File: src/rtl/lmt_pkg.sv
package lmt_pkg;
    // Controller states for the reached flag / interrupt
    typedef enum logic [1:0] {
        S_FREE  = 2'd0,
        S_ARMED = 2'd1,
        S_FIRED = 2'd2
    } lmt_state_e;

    // Word indices (byte offset >> 2)
    localparam int IDX_LIMIT    = 0;
    localparam int IDX_COUNT    = 1;
    localparam int IDX_LIM_KEEP = 2;
endpackage

File: src/rtl/lmt_bus_decode.sv
module lmt_bus_decode #(
    parameter int ADDR_W   = 4,
    parameter int DATA_W   = 32,
    parameter int UNIT_LSB = 9,
    localparam int CNT_W   = DATA_W - 1 - UNIT_LSB,
    localparam int IDX_W   = ADDR_W - 2
) (
    input  logic [ADDR_W-1:0] bus_addr,
    input  logic              bus_wr,
    input  logic              bus_rd,
    input  logic [DATA_W-1:0] bus_wdata,
    input  logic              flag,
    input  logic [CNT_W-1:0]  cnt_q,
    input  logic [CNT_W-1:0]  lim_q,
    output logic              wr_rst,
    output logic              wr_keep,
    output logic              rd_lim,
    output logic [CNT_W-1:0]  new_lim,
    output logic [DATA_W-1:0] bus_rdata
);
    import lmt_pkg::*;

    logic [IDX_W-1:0] idx;
    logic             unused_bits;

    assign idx         = bus_addr[ADDR_W-1:2];
    assign new_lim     = bus_wdata[DATA_W-2:UNIT_LSB];
    assign unused_bits = ^{bus_wdata[DATA_W-1], bus_wdata[UNIT_LSB-1:0], bus_addr[1:0]};

    assign wr_rst  = bus_wr && (idx == IDX_W'(IDX_LIMIT));
    assign wr_keep = bus_wr && (idx == IDX_W'(IDX_LIM_KEEP));
    assign rd_lim  = bus_rd && !bus_wr && (idx == IDX_W'(IDX_LIMIT));

    always_comb begin
        bus_rdata = '0;
        if (idx == IDX_W'(IDX_LIMIT)) begin
            bus_rdata = {flag, lim_q, {UNIT_LSB{1'b0}}};
        end else if (idx == IDX_W'(IDX_COUNT)) begin
            bus_rdata = {flag, cnt_q, {UNIT_LSB{1'b0}}};
        end
    end
endmodule

File: src/rtl/lmt_count_core.sv
module lmt_count_core #(
    parameter int CNT_W = 22
) (
    input  logic             clk,
    input  logic             rst_n,
    input  logic             tick_en,
    input  logic             wr_rst,
    input  logic             wr_keep,
    input  logic [CNT_W-1:0] new_lim,
    output logic [CNT_W-1:0] cnt_q,
    output logic [CNT_W-1:0] lim_q,
    output logic             match,
    output logic             lim_nz
);
    logic [CNT_W-1:0] cnt_inc;

    assign cnt_inc = cnt_q + 1'b1;
    assign lim_nz  = (lim_q != '0);
    assign match   = tick_en && lim_nz && (cnt_inc == lim_q);

    always_ff @(posedge clk) begin
        if (!rst_n) begin
            cnt_q <= '0;
            lim_q <= '0;
        end else if (wr_rst) begin
            cnt_q <= '0;
            lim_q <= new_lim;
        end else begin
            if (wr_keep) begin
                lim_q <= new_lim;
            end
            if (match) begin
                cnt_q <= '0;
            end else if (tick_en) begin
                cnt_q <= cnt_inc;
            end
        end
    end
endmodule

File: src/rtl/lmt_flag_fsm.sv
module lmt_flag_fsm (
    input  logic clk,
    input  logic rst_n,
    input  logic wr_rst,
    input  logic wr_keep,
    input  logic rd_lim,
    input  logic match,
    input  logic new_nz,
    input  logic lim_nz,
    output logic flag,
    output logic irq
);
    import lmt_pkg::*;

    lmt_state_e state_q, state_d;

    always_ff @(posedge clk) begin
        if (!rst_n) begin
            state_q <= S_FREE;
        end else begin
            state_q <= state_d;
        end
    end

    always_comb begin
        state_d = state_q;
        unique case (state_q)
            S_FREE: begin
                if (wr_rst || wr_keep) begin
                    state_d = new_nz ? S_ARMED : S_FREE;
                end
            end
            S_ARMED: begin
                if (wr_rst) begin
                    state_d = new_nz ? S_ARMED : S_FREE;
                end else if (match) begin
                    state_d = S_FIRED;
                end else if (wr_keep) begin
                    state_d = new_nz ? S_ARMED : S_FREE;
                end
            end
            S_FIRED: begin
                if (wr_rst) begin
                    state_d = new_nz ? S_ARMED : S_FREE;
                end else if (match) begin
                    state_d = S_FIRED;
                end else if (rd_lim) begin
                    state_d = lim_nz ? S_ARMED : S_FREE;
                end
            end
            default: state_d = S_FREE;
        endcase
    end

    always_comb begin
        flag = (state_q == S_FIRED);
        irq  = (state_q == S_FIRED);
    end
endmodule

File: src/rtl/lmt_timer.sv
module lmt_timer #(
    parameter int ADDR_W   = 4,
    parameter int DATA_W   = 32,
    parameter int UNIT_LSB = 9
) (
    input  logic              clk,
    input  logic              rst_n,
    input  logic              tick_en,
    input  logic [ADDR_W-1:0] bus_addr,
    input  logic              bus_wr,
    input  logic              bus_rd,
    input  logic [DATA_W-1:0] bus_wdata,
    output logic [DATA_W-1:0] bus_rdata,
    output logic              irq
);
    localparam int CNT_W = DATA_W - 1 - UNIT_LSB;

    logic             wr_rst, wr_keep, rd_lim;
    logic [CNT_W-1:0] new_lim, cnt_q, lim_q;
    logic             match, lim_nz, new_nz, flag;

    assign new_nz = (new_lim != '0);

    lmt_bus_decode #(
        .ADDR_W  (ADDR_W),
        .DATA_W  (DATA_W),
        .UNIT_LSB(UNIT_LSB)
    ) u_dec (
        .bus_addr (bus_addr),
        .bus_wr   (bus_wr),
        .bus_rd   (bus_rd),
        .bus_wdata(bus_wdata),
        .flag     (flag),
        .cnt_q    (cnt_q),
        .lim_q    (lim_q),
        .wr_rst   (wr_rst),
        .wr_keep  (wr_keep),
        .rd_lim   (rd_lim),
        .new_lim  (new_lim),
        .bus_rdata(bus_rdata)
    );

    lmt_count_core #(.CNT_W(CNT_W)) u_core (
        .clk    (clk),
        .rst_n  (rst_n),
        .tick_en(tick_en),
        .wr_rst (wr_rst),
        .wr_keep(wr_keep),
        .new_lim(new_lim),
        .cnt_q  (cnt_q),
        .lim_q  (lim_q),
        .match  (match),
        .lim_nz (lim_nz)
    );

    lmt_flag_fsm u_fsm (
        .clk    (clk),
        .rst_n  (rst_n),
        .wr_rst (wr_rst),
        .wr_keep(wr_keep),
        .rd_lim (rd_lim),
        .match  (match),
        .new_nz (new_nz),
        .lim_nz (lim_nz),
        .flag   (flag),
        .irq    (irq)
    );
endmodule

File: config.mk
export PLATFORM = sky130hd
export DESIGN_NAME = lmt_timer
export DESIGN_NICKNAME = d
export VERILOG_FILES = /design/src/rtl/lmt_pkg.sv /design/src/rtl/lmt_bus_decode.sv /design/src/rtl/lmt_count_core.sv /design/src/rtl/lmt_flag_fsm.sv /design/src/rtl/lmt_timer.sv
export SDC_FILE = /design/constraint.sdc
export NUM_CORES = 1
export LEC_CHECK = 0
export ABC_AREA = 1
export BUFFER_PORTS_ARGS = -buffer_cell sky130_fd_sc_hd__buf_4
export CAP_MARGIN = 40
export CORE_ASPECT_RATIO = 1.1
export CORE_MARGIN = 4
export CORE_UTILIZATION = 55
export CTS_BUF_LIST = sky130_fd_sc_hd__clkbuf_16
export CTS_CLUSTER_SIZE = 25
export DETAILED_ROUTE_END_ITERATION = 16
export GPL_TIMING_DRIVEN = 0
export HOLD_SLACK_MARGIN = 0.1
export PLACE_DENSITY = 0.87
export SLEW_MARGIN = 20
export SYNTH_ARGS = -nofsm -noshare
export SYNTH_HDL_FRONTEND = slang
export SYNTH_SLANG_ARGS = --single-unit
File: constraint.sdc
create_clock -name clk -period 2.3 [get_ports clk]
set_input_delay 0.345 -clock clk [delete_from_list [all_inputs] [get_ports clk]]
set_output_delay 0.345 -clock clk [all_outputs]
set_load 0.1 [all_outputs]
==> flow_metrics.tcl <==
set metrics [dict create \
    start_kind "flip-flop" \
    postSynth.topFlopCell "dfxtp_1" \
    postSynthRegisterBits 46 \
    route.final.wire_length_um 12400 \
    cts_buffer_depth 2 \
    finalCritPeriodShare_pct 105 \
    hold-worst-slack_ps 305 \
    top_signal_layer_used "met4" \
    grt-ovfl-total 0 \
    criticalPathCategory "reg2reg" \
    antenna_cells 0 \
    ys.warnings.count 0 \
    fin_worst_skew_ps 9.29 \
    floorplan.die.width_um 83.1 \
    drtIter0Drc 631 \
    yosysSeqAreaShare_pct 27.0 \
    critical_path_arrival_ps 2550 \
    violated_checks "negative setup slack" \
    crit_path_end_kind "flip-flop" \
    synth_top_cell_by_area "dfxtp_1" \
    synth_cell_types 32 \
    die_height_um 90.6 \
    synth-edff-count 0 \
    max_cap_viol_count 0 \
    cts_inserted_buffers 5 \
    critical_path.max_fanout 6 \
    htree_levels 2 \
    drt_pre_antenna_iters 8 \
    top_level_ports 74 \
    postLayoutCellArea_mm2 0.00453 \
    dr_wl_met2_um 5830 \
    grt_max_degree 15 \
    layout.cells.most_common "nand2_1" \
    start_util_pct 58.0 \
    tritoncts_clock_tree "yes" \
    grt_pass1_wl_um 17900 \
    clock_latency_ps 290 \
    max-slew-margin-rel_pct 43.4 \
    detail_route.vias_per_cell 6.01 \
    synthToLayoutAreaGrowth_pct 32.7 \
    postSynthAreaPerCell_um2 6.11 \
    clkTransAtPathRegs_ps 70 \
    fmax_ghz 0.415 \
    timing.final.crit_period_ps 2410 \
    final_util_pct 77.0 \
    wire_per_inst_um 17.4 \
    drc_errors_left 0 \
    detailed_route_wirelength_on_metal3_um 1420 \
    global_placer_s_final_weighted_congestion 0.996 \
    setup_slack_ps -112 \
    synth.cell_area_mm2 0.00341 \
    final_antenna_net_count 0 \
    die-area_mm2 0.00752 \
    synth.top_cells.by_area "dfxtp_1 (27%), nand2_1 (15%), inv_1 (8.3%)" \
    synthesized_instance_count 558 \
    root_buffer "clkbuf_16" \
    tightestPinTransition_ps 849 \
    placed_area_mm2 0.00392 \
    yosys.area.top_type_share_pct 27.0 \
    timing.final.setup_violations 24 \
    placeableCoreArea_mm2 0.00588 \
    power-per-cell-area_mw_per_mm2 588 \
    num_rows 29 \
    dp.final_hpwl_um 8300 \
    grt.total_usage_pct 28.6 \
    leakage_uw 0.00198 \
    slew_viol_final 0 \
    status "finished, violations left" \
    via_count 4296 \
    post_cts_hold_buffer_count 0 \
    ir_drop_v 0.000342 \
    most-common-layout-cells "nand2_1 (112), inv_1 (75), buf_4 (71)" \
    post_route_cells_drive_above_1_share_pct 28.7 \
    grt_pass1_vias 3912 \
    wl_on_met1_um 4610 \
    data_required_time_at_the_worst_endpoint_ps 2430 \
    timing.hold.worst.class "in2reg" \
    portBuffers 51 \
    final_nets 679 \
    clkSinkCount 46 \
    grt_setup_unrepaired "yes" \
    grt_antenna_before_repair 0 \
    timing.final.hold_violations 0 \
    async_flop_share_pct 0 \
]
## metrics by stage
stage	total power (µW)	cells	worst slack [ps]	TNS [ps]
after detailed placement	1610	694	-265	-5180
final	2660	715	-112	-1570
after global routing	2740	715	-134	-1740
after CTS	2560	708	5.55	0
after global placement	1600	694	-202	-3810
after floorplan	1440	566	-282	-5970
## per-layer routing
metal	global-route usage, %	vias to the layer above
li1	-	1974
met1	35.2	1915
met2	47.5	330
met3	6.20	77
met4	13.1	0
met5	0	-
## path summary, 6_finish.rpt
check	startpoint	to	slack [ps]	cells past startpoint
hold reg to reg	u_core.lim_q[20]	u_core.lim_q[20]	510	2
hold / removal	bus_wdata[23]	u_core.lim_q[14]	300	3
setup reg to reg	u_core.cnt_q[1]	u_core.cnt_q[14]	-110	14
setup / recovery	u_core.cnt_q[1]	u_core.cnt_q[14]	-110	14
## worst max-delay path, stage by stage (launching register included)
cell	delay, ps
dfxtp_4	370
buf_4	110
nand2_2	80
nor2_8	200
nand2_1	80
nand2_1	130
xor2_1	220
nand2_1	110
nor2_2	180
nand3_2	110
nor2_4	150
nand3_4	120
nand3_4	140
clkbuf_16	190
a211oi_2	50
## sequential cells by signal, indices dropped and copies added, names as in the netlist
name and count:
u_core.lim_q 22, u_core.cnt_q 22, u_fsm.state_q 2
## cells in the mapped netlist (all sizes together) (8+ instances only)
| cell type | number |
|---|---|
| a211oi | 19 |
| a21oi | 33 |
| buf | 12 |
| clkbuf | 14 |
| dfxtp | 46 |
| inv | 79 |
| nand2 | 144 |
| nand3 | 58 |
| nand4 | 8 |
| nor2 | 78 |
| o21ai | 29 |
| o22ai | 21 |
## what timing repair did
action / in CTS / in global routing
setup endpoints to repair: 24 / 24
buffers inserted: 7 / 6
pin swaps: 6 / 26
cloned: 0 / 1
endpoints found under the hold margin: 0 / 0
gates resized for setup: 19 / 67
## cell type report
type / instances / area [µm²]
timing repair buffer: 64 / 502
tap: 77 / 96.3
sequential: 46 / 940
clock buffer: 5 / 125
fill: 425 / 1350
clock inverter: 3 / 63.8
inverter: 80 / 300
multi-input combinational: 414 / 2330
buffer: 26 / 164
## where the power goes
group / total, µW / switching, µW / internal (µW)
Sequential: 920 / 68.8 / 851
Clock: 948 / 328 / 620
Combinational: 794 / 558 / 236
Total: 2660 / 954 / 1710
## cells by family after synthesis
family / after synthesis / share of synthesized area, %
fa+ha+maj: 1 / 0.367
simple gates: 299 / 39.3
xor+xnor: 2 / 0.514
flops: 46 / 27.0
other cells: 1 / 0.110
buf+inv: 106 / 12.9
compound gates: 103 / 19.8
Power figures use the tool's default switching activity.
